[config.mk]
export PLATFORM = sky130hd
export DESIGN_NAME = mbx_rx_fifo
export DESIGN_NICKNAME = d
export VERILOG_FILES = /design/src/rtl/mbx_rx_pkg.sv /design/src/rtl/mbx_rx_store.sv /design/src/rtl/mbx_rx_ptrs.sv /design/src/rtl/mbx_rx_irq.sv /design/src/rtl/mbx_rx_fifo.sv
export SDC_FILE = /design/constraint.sdc
export NUM_CORES = 1
export LEC_CHECK = 0
export BUFFER_PORTS_ARGS = -buffer_cell sky130_fd_sc_hd__buf_4
export CORE_UTILIZATION = 50
export DETAILED_ROUTE_END_ITERATION = 7
export PLACE_DENSITY_LB_ADDON = 0.25
export SETUP_SLACK_MARGIN = 0.4
export SYNTH_ARGS = -nofsm -noshare
export SYNTH_HDL_FRONTEND = slang
export SYNTH_SLANG_ARGS = --single-unit
[constraint.sdc]
create_clock -name clk -period 6.5 [get_ports clk]
set_clock_uncertainty 0.05 [all_clocks]
set_input_delay 0.975 -clock clk [delete_from_list [all_inputs] [get_ports clk]]
set_output_delay 0.975 -clock clk [all_outputs]
set_load 0.1 [all_outputs]
[src/rtl/mbx_rx_pkg.sv]
package mbx_rx_pkg;
  localparam int CH_W       = 3;
  localparam int WORD_W     = 32;
  localparam int ADDR_W     = 6;
  localparam int PFIELD_W   = 8;
  localparam int MASK_W     = 5;

  localparam logic [ADDR_W-1:0] OFF_CHAN  = 6'h00;
  localparam logic [ADDR_W-1:0] OFF_LO    = 6'h04;
  localparam logic [ADDR_W-1:0] OFF_HI    = 6'h08;
  localparam logic [ADDR_W-1:0] OFF_POP   = 6'h0C;
  localparam logic [ADDR_W-1:0] OFF_FLUSH = 6'h10;
  localparam logic [ADDR_W-1:0] OFF_STAT  = 6'h14;
  localparam logic [ADDR_W-1:0] OFF_PEND  = 6'h18;
  localparam logic [ADDR_W-1:0] OFF_MASK  = 6'h1C;
  localparam logic [ADDR_W-1:0] OFF_DEPTH = 6'h24;

  typedef struct packed {
    logic [CH_W-1:0]   chan;
    logic [WORD_W-1:0] hi;
    logic [WORD_W-1:0] lo;
  } msg_t;
endpackage

[src/rtl/mbx_rx_store.sv]
module mbx_rx_store
  import mbx_rx_pkg::*;
#(
  parameter int DEPTH = 8,
  localparam int AW = $clog2(DEPTH)
) (
  input  logic          clk,
  input  logic          we_i,
  input  logic [AW-1:0] waddr_i,
  input  msg_t          wmsg_i,
  input  logic [AW-1:0] raddr_i,
  output msg_t          rmsg_o
);
  msg_t mem [DEPTH];

  always_ff @(posedge clk) begin
    if (we_i) mem[waddr_i] <= wmsg_i;
  end

  assign rmsg_o = mem[raddr_i];
endmodule

[src/rtl/mbx_rx_ptrs.sv]
module mbx_rx_ptrs #(
  parameter int DEPTH = 8,
  localparam int AW = $clog2(DEPTH)
) (
  input  logic          clk,
  input  logic          rst,
  input  logic          push_i,
  input  logic          pop_i,
  input  logic          clr_i,
  output logic [AW-1:0] wr_o,
  output logic [AW-1:0] rd_o,
  output logic          full_o,
  output logic          empty_o,
  output logic          push_ok_o
);
  logic [AW-1:0] wr_q, rd_q, wr_inc, rd_inc;
  logic          full_q, empty, push_ok, pop_ok;

  assign wr_inc  = wr_q + AW'(1);
  assign rd_inc  = rd_q + AW'(1);
  assign empty   = (wr_q == rd_q) && !full_q;
  assign push_ok = push_i && !full_q;
  assign pop_ok  = pop_i && !empty;

  always_ff @(posedge clk) begin
    if (rst || clr_i) begin
      wr_q   <= '0;
      rd_q   <= '0;
      full_q <= 1'b0;
    end else begin
      if (push_ok) wr_q <= wr_inc;
      if (pop_ok)  rd_q <= rd_inc;
      if (push_ok && !pop_ok && (wr_inc == rd_q)) full_q <= 1'b1;
      else if (pop_ok && !push_ok)                full_q <= 1'b0;
    end
  end

  assign wr_o      = wr_q;
  assign rd_o      = rd_q;
  assign full_o    = full_q;
  assign empty_o   = empty;
  assign push_ok_o = push_ok;

  a_r5_full_drops_push: assert property (@(posedge clk) disable iff (rst)
    (full_q && !clr_i) |=> (wr_q == $past(wr_q)));
  a_r6_empty_pop_idle: assert property (@(posedge clk) disable iff (rst)
    (empty && !clr_i) |=> (rd_q == $past(rd_q)));
  a_r4_full_ptrs_equal: assert property (@(posedge clk) disable iff (rst)
    full_q |-> (wr_q == rd_q));
  a_r3_pop_advances: assert property (@(posedge clk) disable iff (rst)
    (pop_i && !empty && !clr_i) |=> (rd_q == AW'($past(rd_q) + AW'(1))));
  a_r10_flush_clears: assert property (@(posedge clk) disable iff (rst)
    clr_i |=> (wr_q == '0 && rd_q == '0 && !full_q));
endmodule

[src/rtl/mbx_rx_irq.sv]
module mbx_rx_irq
  import mbx_rx_pkg::*;
(
  input  logic              clk,
  input  logic              rst,
  input  logic              pending_i,
  input  logic              ack_i,
  input  logic              mask_we_i,
  input  logic [MASK_W-1:0] mask_wdata_i,
  output logic              sts_o,
  output logic [MASK_W-1:0] mask_o,
  output logic              irq_o
);
  logic              sts_q;
  logic [MASK_W-1:0] mask_q;

  always_ff @(posedge clk) begin
    if (rst) begin
      sts_q  <= 1'b0;
      mask_q <= '1;
    end else begin
      if (ack_i)          sts_q <= 1'b0;
      else if (pending_i) sts_q <= 1'b1;
      if (mask_we_i) mask_q <= mask_wdata_i;
    end
  end

  assign sts_o  = sts_q;
  assign mask_o = mask_q;
  assign irq_o  = sts_q & ~mask_q[0];

  a_r8_ack_clears: assert property (@(posedge clk) disable iff (rst)
    ack_i |=> !sts_q);
  a_r8_sets_when_waiting: assert property (@(posedge clk) disable iff (rst)
    (pending_i && !ack_i) |=> sts_q);
  a_r8_sticky: assert property (@(posedge clk) disable iff (rst)
    (sts_q && !ack_i) |=> sts_q);
endmodule

[src/rtl/mbx_rx_fifo.sv]
module mbx_rx_fifo
  import mbx_rx_pkg::*;
#(
  parameter int DEPTH = 8
) (
  input  logic        clk,
  input  logic        rst,
  input  logic [5:0]  reg_addr,
  input  logic        reg_wr,
  input  logic [31:0] reg_wdata,
  output logic [31:0] reg_rdata,
  input  logic        push_valid,
  input  logic [2:0]  push_chan,
  input  logic [31:0] push_lo,
  input  logic [31:0] push_hi,
  output logic        irq
);
  localparam int AW = $clog2(DEPTH);
  localparam logic [31:0] DEPTH_M1 = 32'(DEPTH - 1);

  logic [AW-1:0] wr_ptr, rd_ptr;
  logic          full, empty, push_ok;
  logic          do_pop, do_flush, do_ack, mask_we;
  logic          pend_sts;
  logic [MASK_W-1:0] mask;
  msg_t          in_msg, head;
  logic [31:0]   stat_word, rd_mux;

  assign do_pop   = reg_wr && (reg_addr == OFF_POP) && reg_wdata[0];
  assign do_flush = reg_wr && (reg_addr == OFF_FLUSH) && (reg_wdata == 32'd0);
  assign do_ack   = reg_wr && (reg_addr == OFF_PEND) && reg_wdata[0];
  assign mask_we  = reg_wr && (reg_addr == OFF_MASK);

  assign in_msg = '{chan: push_chan, hi: push_hi, lo: push_lo};

  mbx_rx_ptrs #(.DEPTH(DEPTH)) u_ptrs (
    .clk(clk), .rst(rst), .push_i(push_valid), .pop_i(do_pop), .clr_i(do_flush),
    .wr_o(wr_ptr), .rd_o(rd_ptr), .full_o(full), .empty_o(empty), .push_ok_o(push_ok)
  );

  mbx_rx_store #(.DEPTH(DEPTH)) u_store (
    .clk(clk), .we_i(push_ok), .waddr_i(wr_ptr), .wmsg_i(in_msg),
    .raddr_i(rd_ptr), .rmsg_o(head)
  );

  mbx_rx_irq u_irq (
    .clk(clk), .rst(rst), .pending_i(!empty), .ack_i(do_ack),
    .mask_we_i(mask_we), .mask_wdata_i(reg_wdata[MASK_W-1:0]),
    .sts_o(pend_sts), .mask_o(mask), .irq_o(irq)
  );

  assign stat_word = {PFIELD_W'(rd_ptr), PFIELD_W'(wr_ptr), 15'd0, full};

  always_comb begin
    case (reg_addr)
      OFF_CHAN:  rd_mux = 32'(head.chan);
      OFF_LO:    rd_mux = head.lo;
      OFF_HI:    rd_mux = head.hi;
      OFF_STAT:  rd_mux = stat_word;
      OFF_PEND:  rd_mux = {31'd0, pend_sts};
      OFF_MASK:  rd_mux = 32'(mask);
      OFF_DEPTH: rd_mux = DEPTH_M1;
      default:   rd_mux = 32'd0;
    endcase
  end

  always_ff @(posedge clk) begin
    if (rst) reg_rdata <= 32'd0;
    else     reg_rdata <= rd_mux;
  end

  a_r12_depth_readback: assert property (@(posedge clk) disable iff (rst)
    (reg_addr == OFF_DEPTH) |=> (reg_rdata == DEPTH_M1));
  a_r12_hole_reads_zero: assert property (@(posedge clk) disable iff (rst)
    (reg_addr == 6'h20) |=> (reg_rdata == 32'd0));
endmodule

==> metrics, run 1 <==
status=finished clean; cells after synthesis=1,030; max cap viols=0; DRC viols=0; Routed WL per cell=25.25 µm; Critical Path AT=3250 ps; Worst R2R Path Depth=5; NumNets Final=1,303; Worst-Margin Slew=1178 ps; crit path launch=push_valid; CP max FO=34; clock buffer depth=3; reg2reg end=reg_rdata[10]; post-placement cell count=1,717; global-route wire length before repair=68,590 µm; area delta synth->final=16.45%; Final HPWL DP=25,830 µm; total number of vias=~11,000; EDFF count, synth=536; Post-Layout Cell Count=1,827; die height=between 200 and 250 µm; Worst setup EP type=register; Worst setup SP type=input pin; drt pass-1 iters=5; Overall Global Routing Usage=20.99%; Total Wirelength=around 46,000 µm; initial antenna violation count=1; Tcrit/Tclk final=47.23%; drt first-iter violations=877; total global routing overflow=0; Yosys top cell area share=72.26%; Peak Freq=approximately 330 MHz; Hold Path End=u_irq.mask_o[1]; # Post-CTS Setup Buffers=0; Core Rows=76; CTS Root Buffer Type=clkbuf_16; syn avg cell area=21.63 µm²; final hold vios=0; Ports=142; Max-Slew Margin vs Limit=a little over a fifth; H-Tree Depth=2; Worst-path clk slew=60 ps; final worst path period need=3070 ps; Hold Path Class=reg -> reg; Placed Area=between 20,000 and 25,000 µm²; Final Instance Area=25,940 µm²; synthesized flop and latch total=584; FF-to-FF setup slack=3500 ps; vias in the first global route=10,940; Starting Density=51.15%; layout cells sized above 1=32.21%; Placer Congestion=0.8166; hold path startpoint=u_irq.mask_o[1]; CTS Buf Count=58; Die ar.=45,400 µm²; Post-CTS Resized=0; commonest non-fill, non-tap cell in the layout=edfxtp_1; largest area contributor in the netlist=edfxtp_1; Syn Nets=1,141; Peak VDD IR=0.2446 mV; DIE WIDTH=213.1 µm; Routed Antenna Nets=0; pwr/cell area=305.6 nW/µm²; DR vias/cell=5.871; I/O Buffers=between 100 and 150; Data required, critical path=6680 ps; core area=43,550 µm²; Async SR Flop Fraction=0%; cell area after synthesis=22,280 µm²; setup_tns=0 ps; synth unique cells=53; commonest non-fill, non-tap cells in the layout=536 x edfxtp_1, 154 x buf_4, 131 x mux4_2, 69 x mux2i_1, 59 x clkbuf_16; Finished Core Util=about three fifths; Ys Warns=0; CTS sink count=between 500 and 600; Hold-fix buffers, CTS=0; max-slew violations=0; largest net degree at the start of global routing=77; Pleak=8.195 nW; Final setup viols=0; CTS tree=yes; final antenna diode count=0; Crit Path Class=in -> reg; unrepaired setup endpoints after global routing=false; ys flop type=edfxtp_1; hold path depth=2; post-synthesis sequential area ratio=76.57%; Worst-Skew Late Latency=approximately 620 ps; Tot Pwr=7.926 mW; top post-synthesis cells by area=edfxtp_1 72%, mux4_2 13%, dfxtp_1 4.3%, mux2i_1 3.1%, o22a_1 0.83%
metal layers:
layer | global-route usage (%) | up-vias | share of wire (%)
met5 | 0 | - | 0.028
met4 | 5.979 | 2 | 2.1
met3 | 3.692 | 67 | 5.9
met2 | 34.01 | 374 | 49
met1 | 29.51 | 5648 | 43
li1 | - | 4636 | -
per-stage QoR:
stage	hold WS, ps	setup slack, ps
floorplan	385.0	1708
global placement	404.4	2831
detailed placement	413.6	2802
CTS	429.8	3432
global route	451.3	3280
finish	433.7	3430
state kept, by name, summed over array words and instances (netlist names), named ones only:
name and count:
u_irq.mask_o 5, u_store.mem 536, u_ptrs.full_o 1, u_ptrs.wr_o 3
u_irq.sts_o 1, reg_rdata 32, u_ptrs.rd_o 3
cells in the mapped netlist, types with 3 or more instances:
master	number
edfxtp_1	536
mux4_2	131
mux2i_1	69
dfxtp_1	48
nor2_1	37
nor3_1	21
o22a_1	21
buf_2	15
clkbuf_1	15
nand2_1	15
buf_6	11
a211o_1	8
buf_1	8
nor4_1	8
a21oi_1	7
nand2b_1	6
mux2_2	5
nand3_1	5
nor2b_1	5
inv_1	4
nand4_1	4
o21ai_0	4
xor2_1	4
o22ai_1	3
where the power goes:
part           switching (mW)  leakage, nW  total, mW  internal, mW
registers              0.0216         5.26       4.21          4.19
clock network            1.38        0.966       3.42          2.04
logic                   0.181         1.97      0.292         0.112
total                    1.58         8.19       7.93          6.34
logic make-up (layout without fill, tap and decap cells):
family,Yosys count,in the layout,synth area share [%]
compound gates,59,59,2.163
mux,205,205,16.60
fa+ha+maj,2,2,0.1123
flops,584,584,76.57
xor+xnor,6,6,0.2359
simple gates,116,116,2.769
buf+inv,58,270,1.550
worst max-delay path by stage:
stage / to / slack [ps]
2_1_floorplan: u_store.mem[4][0] / 1710
5_1_grt: reg_rdata[16] / 3280
6_report: u_store.mem[1][11] / 3430
3_5_place_dp: u_store.mem[1][41] / 2800
4_1_cts: u_store.mem[1][38] / 3430
3_3_place_gp: u_store.mem[1][41] / 2830
area by class of cell:
class,count,area (µm²)
sequential,584,17070
tap,585,732.0
clock inverter,32,390.4
clock buffer,78,1598
multi-input combinational,388,4941
fill,3184,17610
inverter,4,15.01
timing repair buffer,156,1196
worst max-delay path, stage by stage:
cell and delay (ps):
buf_4 90, nor2b_1 350, nand2_1 330, nor3_4 860, buf_4 620
(Power assumes the default switching activity.)
==> run 2: changes to the inputs <==
--- a/config.mk
+++ b/config.mk
@@ -5,6 +5,7 @@
 export SDC_FILE = /design/constraint.sdc
 export NUM_CORES = 1
 export LEC_CHECK = 0
+export ABC_AREA = 1
 export BUFFER_PORTS_ARGS = -buffer_cell sky130_fd_sc_hd__buf_4
 export CORE_UTILIZATION = 50
 export DETAILED_ROUTE_END_ITERATION = 7
==> constraint.sdc (replaced) <==
create_clock -name clk -period 2.94 [get_ports clk]
set_clock_uncertainty 0.05 [all_clocks]
set_input_delay 0.441 -clock clk [delete_from_list [all_inputs] [get_ports clk]]
set_output_delay 0.441 -clock clk [all_outputs]
set_load 0.1 [all_outputs]
==> run 2 against run 1 <==
Clock power rose by 120%. Design area rose by 6.6%. Sequential power rose by 120%. First-iteration DRC count rose by 49%. Cell count rose by 56%. Setup slack got worse by 2800 ps. Area after synthesis rose by 4.9%. Total power rose by 120%. Combinational power rose by 140%. Register-to-register slack got worse by 2800 ps. Largest cell class unchanged. Largest power group unchanged.
==> metrics, run 2 <==
max reg flops=536 (unchanged); vias in the first global route=15,040 (+37%); Starting Density=51.07% (-0.072 points); Core Rows=78 (+2.6%); commonest non-fill, non-tap cell in the layout=edfxtp_1; core area=45,770 µm² (+5.1%); fill count=3,607 (+13%); Worst-path clk slew=60 ps (about the same); reg2reg end=reg_rdata[30]; Worst setup SP type=register; Hold Path Class=in -> reg; status=finished clean; max-slew violations=0 (unchanged); Peak Freq=439.9 MHz; hold path startpoint=push_chan[0]; DIE WIDTH=218.2 µm (+2.4%); post-placement cell count=2,686 (+56%); pwr/cell area=630.7 nW/µm² (+110%); Tot Pwr=17.44 mW (+120%); initial antenna violation count=5 (+4); Final Instance Area=27,650 µm² (+6.6%); cell area after synthesis=23,380 µm² (+4.9%); most frequent cells after synthesis=536 x edfxtp_1, 378 x nor2_1, 361 x nand2_1; final worst path period need=2273 ps; Tcrit/Tclk final=77.32%; hold path depth=1 (-1); Crit Path Class=reg -> reg; largest net degree at the start of global routing=164 (+110%); total global routing overflow=0 (unchanged); I/O Buffers=141 (unchanged); synthesized flop and latch total=584 (unchanged); Worst R2R Path Depth=6 (+1); drt first-iter violations=1,303 (+49%); Post-CTS Resized=0 (unchanged); ys flop type=edfxtp_1; layout cells sized above 1=12.55% (-20 points); max cap viols=0 (unchanged); post-synthesis sequential area ratio=72.96% (-3.6 points); Routed WL per cell=20.08 µm (-20%); PnR worst setup slack=666.7 ps (-2764 ps); EDFF count, synth=536 (unchanged); top post-synthesis cells by area=edfxtp_1 69%, nor2_1 6.1%, nand2_1 5.8%, nand3_1 5.1%, dfxtp_1 4.1%; DRC viols=0 (unchanged); setup slack at placement=629.0 ps (-2173 ps); register cell area after layout=17,070 µm² (about the same); die height=218.2 µm (+2.4%); Pleak=10.21 nW (+25%); Final HPWL DP=30,810 µm (+19%); Max-Slew Margin vs Limit=25.76% (+4.3 points); global-route wire length before repair=86,820 µm (+27%); Final setup viols=0 (unchanged); syn avg cell area=11.57 µm² (-46%); setup_tns=0 ps (unchanged); most numerous cell in the Yosys netlist=edfxtp_1; synth unique cells=29 (-45%); Ys Warns=0 (unchanged); Worst setup EP type=register; commonest non-fill, non-tap cells in the layout=536 x edfxtp_1, 370 x nor2_1, 361 x nand2_1, 236 x nand3_1, 163 x o21ai_0; unrepaired setup endpoints after global routing=false; NumNets Final=2,309 (+77%); Peak VDD IR=0.5030 mV (+110%); Top reg by flops=u_store.mem; Data required, critical path=3430 ps (-3250 ps); Placer Congestion=0.8241 (+0.92%); Ports=142 (unchanged); Routed Antenna Nets=0 (unchanged); drt pass-1 iters=5 (unchanged); CTS tree=yes; CTS Root Buffer Type=clkbuf_16; Async SR Flop Fraction=0% (unchanged); FF-to-FF setup slack=670 ps (-2830 ps); CP max FO=63 (+85%); area of the multi-input gates=5386 µm² (+9.0%); final hold vios=0 (unchanged); Syn Nets=2,131 (+87%); cells after synthesis=2,020 (+96%); Finished Core Util=60.41% (+0.85 points); CTS Buf Count=57 (-1.7%); Yosys top cell area share=68.85% (-3.4 points); Hold Slack=27.65 ps (-406.0 ps); Total Wirelength=57,260 µm (+24%); H-Tree Depth=2 (unchanged); DR vias/cell=5.436 (-7.4%); Overall Global Routing Usage=24.25% (+3.3 points); Post-Layout Cell Count=2,851 (+56%); clock buffer depth=3 (unchanged); largest area contributor in the netlist=edfxtp_1; Hold Path End=u_store.mem[5][64]; Critical Path AT=2760 ps (-490 ps); Placed Area=25,180 µm² (+5.1%); Die ar.=47,620 µm² (+4.9%); Worst-Margin Slew=1114 ps (-64.20 ps); total number of vias=15,500 (+44%); CTS sink count=584 (unchanged); Worst-Skew Late Latency=630 ps (about the same); area delta synth->final=18.28%
-- run 2: cell types whose count changed after synthesis, moves of 17 or more --
| cell | previous run | this run |
|---|---|---|
| nand2_1 | 15 | 361 |
| nor2_1 | 37 | 378 |
| nand3_1 | 5 | 236 |
| o21ai_0 | 4 | 163 |
| mux4_2 | 131 | 0 |
| inv_1 | 4 | 95 |
| mux2i_1 | 69 | 0 |
| clkbuf_1 | 15 | 45 |
| o211ai_1 | 0 | 22 |
| a21oi_1 | 7 | 28 |
| o22a_1 | 21 | 0 |
| nor3_1 | 21 | 4 |
-- run 2: worst max path at each step --
stage | startpoint | slack [ps] | cells past startpoint | endpoint
6_report | register | 670 | 6 | reg_rdata[30]
5_1_grt | register | 550 | 6 | reg_rdata[30]
4_1_cts | register | 640 | 6 | reg_rdata[28]
3_5_place_dp | register | 630 | 6 | reg_rdata[28]
3_3_place_gp | register | 640 | 6 | reg_rdata[28]
2_1_floorplan | push_valid | -160 | 3 | u_store.mem[0][0]
-- run 2: per-layer routing --
layer  up-vias  routed length, µm  global-route usage [%]
met5         -                 14                       0
met4         2               2043                   9.883
met3       123               3844                   4.231
met2       595              27820                   40.19
met1      7443              23540                   31.68
li1       7336                  -                       -
-- run 2: power breakdown --
group / internal, mW / leakage, nW / switching (mW)
combinational: 0.262 / 4.01 / 0.441
sequential: 9.26 / 5.26 / 0.0440
clock: 4.39 / 0.939 / 3.05
total: 13.9 / 10.2 / 3.54
-- run 2: area by class of cell --
class | instances | area share [%]
Clock buffer | 84 | 5.923
Clock inverter | 24 | 1.045
Tap cell | 600 | 2.715
Multi-Input combinational cell | 1225 | 19.48
Inverter | 98 | 1.353
Timing Repair Buffer | 232 | 7.729
Antenna cell | 4 | 0.03620
Sequential cell | 584 | 61.72
-- run 2: critical path, cell delays in order (launching register included) --
cell     delay (ps)
dfxtp_4         430
inv_6           380
buf_4           480
o21ai_0         180
nand3_1         120
nand3_1         250
a21oi_1         280
-- run 2: cell families (layout without fill, tap and decap cells) --
| kind of cell | count (synthesis) | in the layout | synth area share (%) |
|---|---|---|---|
| AOI/OAI and AO/OA | 230 | 230 | 5.181 |
| xor gates and xnor gates | 6 | 6 | 0.2248 |
| adders and majority gates | 2 | 2 | 0.1070 |
| buffers and inverters | 211 | 438 | 4.298 |
| DFF | 584 | 584 | 72.96 |
| other | 0 | 4 | 0 |
| and+or+nand+nor | 987 | 987 | 17.23 |
-- run 2: timing repair --
| item | in CTS | in global routing |
|---|---|---|
| buffers inserted | 0 | 0 |
| endpoints found under the hold margin | 375 | 0 |
| endpoints found under the setup margin | 0 | 0 |
| hold buffers | 53 | 0 |
==> run 3: changes to the inputs <==
==> constraint.sdc (replaced) <==
create_clock -name clk -period 2.3 [get_ports clk]
set_clock_uncertainty 0.05 [all_clocks]
set_input_delay 0.345 -clock clk [delete_from_list [all_inputs] [get_ports clk]]
set_output_delay 0.345 -clock clk [all_outputs]
set_load 0.1 [all_outputs]
==> run 3 against run 2 <==
Register-to-register slack worse by 190 ps. Via count up 1.7%. Routed wire length up 0.60%. Critical path depth down 3. Sequential share of layout area down 0.37 points. Sequential cell count unchanged. Count of clock-buffer cells in the layout down 5. Combinational power up 30%. Cell count up 0.84%. First-iteration DRC count up 23%. Sequential power up 28%. Utilization up 0.37 points.
==> metrics, run 3 (same netlist as run 2, synthesis figures left out) <==
status=finished clean; Peak VDD IR=0.6357 mV (+26%); Worst-Skew Late Latency=630 ps (about the same); global-route wire length before repair=87,140 µm (+0.37%); Total Wirelength=57,600 µm (+0.60%); H-Tree Depth=2 (unchanged); Crit Path Class=reg -> out; total global routing overflow=0 (unchanged); Worst setup EP type=output port; post-placement cell count=2,694 (+0.30%); worst setup path endpoint=irq; Routed Antenna Nets=0 (unchanged); max cap viols=0 (unchanged); Die ar.=47,620 µm² (unchanged); Peak Freq=543.1 MHz; die height=218.2 µm (unchanged); reg2reg end=reg_rdata[8]; unrepaired setup endpoints after global routing=true; PnR worst setup slack=458.8 ps (-207.8 ps); drt first-iter violations=1,602 (+23%); Core Rows=78 (unchanged); # Post-CTS Setup Buffers=0 (unchanged); CTS Buf Count=58 (+1.8%); setup_tns=0 ps (unchanged); clock buffer depth=3 (unchanged); Finished Core Util=60.78% (+0.37 points); largest net degree at the start of global routing=92 (-44%); max reg flops=536 (unchanged); Hold Slack=35.41 ps (+7.763 ps); CP max FO=3 (-95%); crit path launch=u_irq.sts_o; area delta synth->final=18.99%; DIE WIDTH=218.2 µm (unchanged); I/O Buffers=141 (unchanged); Placer Congestion=0.8275 (+0.41%); Max-Slew Margin vs Limit=58.62% (+33 points); commonest non-fill, non-tap cell in the layout=edfxtp_1; commonest non-fill, non-tap cells in the layout=536 x edfxtp_1, 370 x nor2_1, 359 x nand2_1, 236 x nand3_1, 163 x o21ai_0; pwr/cell area=780.0 nW/µm² (+24%); final hold vios=0 (unchanged); max-slew violations=0 (unchanged); total number of vias=15,770 (+1.7%); Ports=142 (unchanged); final worst path period need=1841 ps; CTS Root Buffer Type=clkbuf_16; Worst setup SP type=register; Data required, critical path=1900 ps (-1530 ps); Placed Area=25,260 µm² (+0.32%); drt pass-1 iters=5 (unchanged); FF-to-FF setup slack=480 ps (-190 ps); setup slack at placement=209.4 ps (-419.6 ps); Overall Global Routing Usage=24.27% (about the same); CTS sink count=584 (unchanged); layout cells sized above 1=12.71% (+0.16 points); Hold Path Class=in -> reg; Top reg by flops=u_store.mem; Post-Layout Cell Count=2,875 (+0.84%); Tcrit/Tclk final=80.05%; Starting Density=51.07% (unchanged); core area=45,770 µm² (unchanged); Final HPWL DP=31,530 µm (+2.3%); Worst-path clk slew=60 ps (about the same); CTS tree=yes; Routed WL per cell=20.04 µm (-0.24%); Critical Path AT=1450 ps (-1310 ps); vias in the first global route=15,090 (+0.36%); Tot Pwr=21.70 mW (+24%); Final Instance Area=27,820 µm² (+0.61%); DRC viols=0 (unchanged); initial antenna violation count=3 (-2); NumNets Final=2,338 (+1.3%); Worst R2R Path Depth=7 (+1); Final setup viols=0 (unchanged); DR vias/cell=5.485 (+0.89%); Worst-Margin Slew=616.6 ps (-497.0 ps); Pleak=10.29 nW (+0.84%)
==> run 3: metal layers <==
layer	track usage [%]	wire, µm
met5	0	24
met4	8.741	1459
met3	3.257	4020
met2	40.66	28240
met1	32.46	23860
==> run 3: how the worst min path moves through the flow <==
stage,slack [ps],to,startpoint,depth (start not counted)
after floorplan,370,u_irq.mask_o[1],u_irq.mask_o[1],2
after global placement,400,u_irq.mask_o[1],u_irq.mask_o[1],2
after detailed placement,410,u_irq.mask_o[2],u_irq.mask_o[2],2
after CTS,3,u_irq.mask_o[0],reg_wdata[0],3
after global routing,50,u_irq.mask_o[0],reg_wdata[0],3
final,40,u_irq.mask_o[0],reg_wdata[0],3
==> run 3: worst max-delay path, stage by stage (launching register included) <==
cell     delay, ps
dfxtp_1        360
inv_1           50
nor2_1         110
buf_4          310
==> run 3: repair_timing <==
item / 4_1_cts / 5_1_grt
gates resized for setup: 4 / 3
setup endpoints to repair: 6 / 13
hold endpoints to repair: 542 / 0
gates cloned: 0 / 1
hold buffers: 72 / 0
==> run 3: power by group <==
part           switching [mW]  internal (mW)  leakage, nW
clock                    3.87           5.02        0.878
sequential             0.0576           11.8         5.26
combinational           0.560          0.351         4.16
total                    4.49           17.2         10.3
==> run 3: final cells by class <==
cell class                 instances  area [µm²]
inverter                          98       376.6
clock buffer                      79        1582
multi-input combinational       1225        5394
timing repair buffer             260        2449
antenna                            1       2.502
clock inverter                    28       198.9
tap                              600       750.7
sequential                       584       17070
fill                            3544       17950
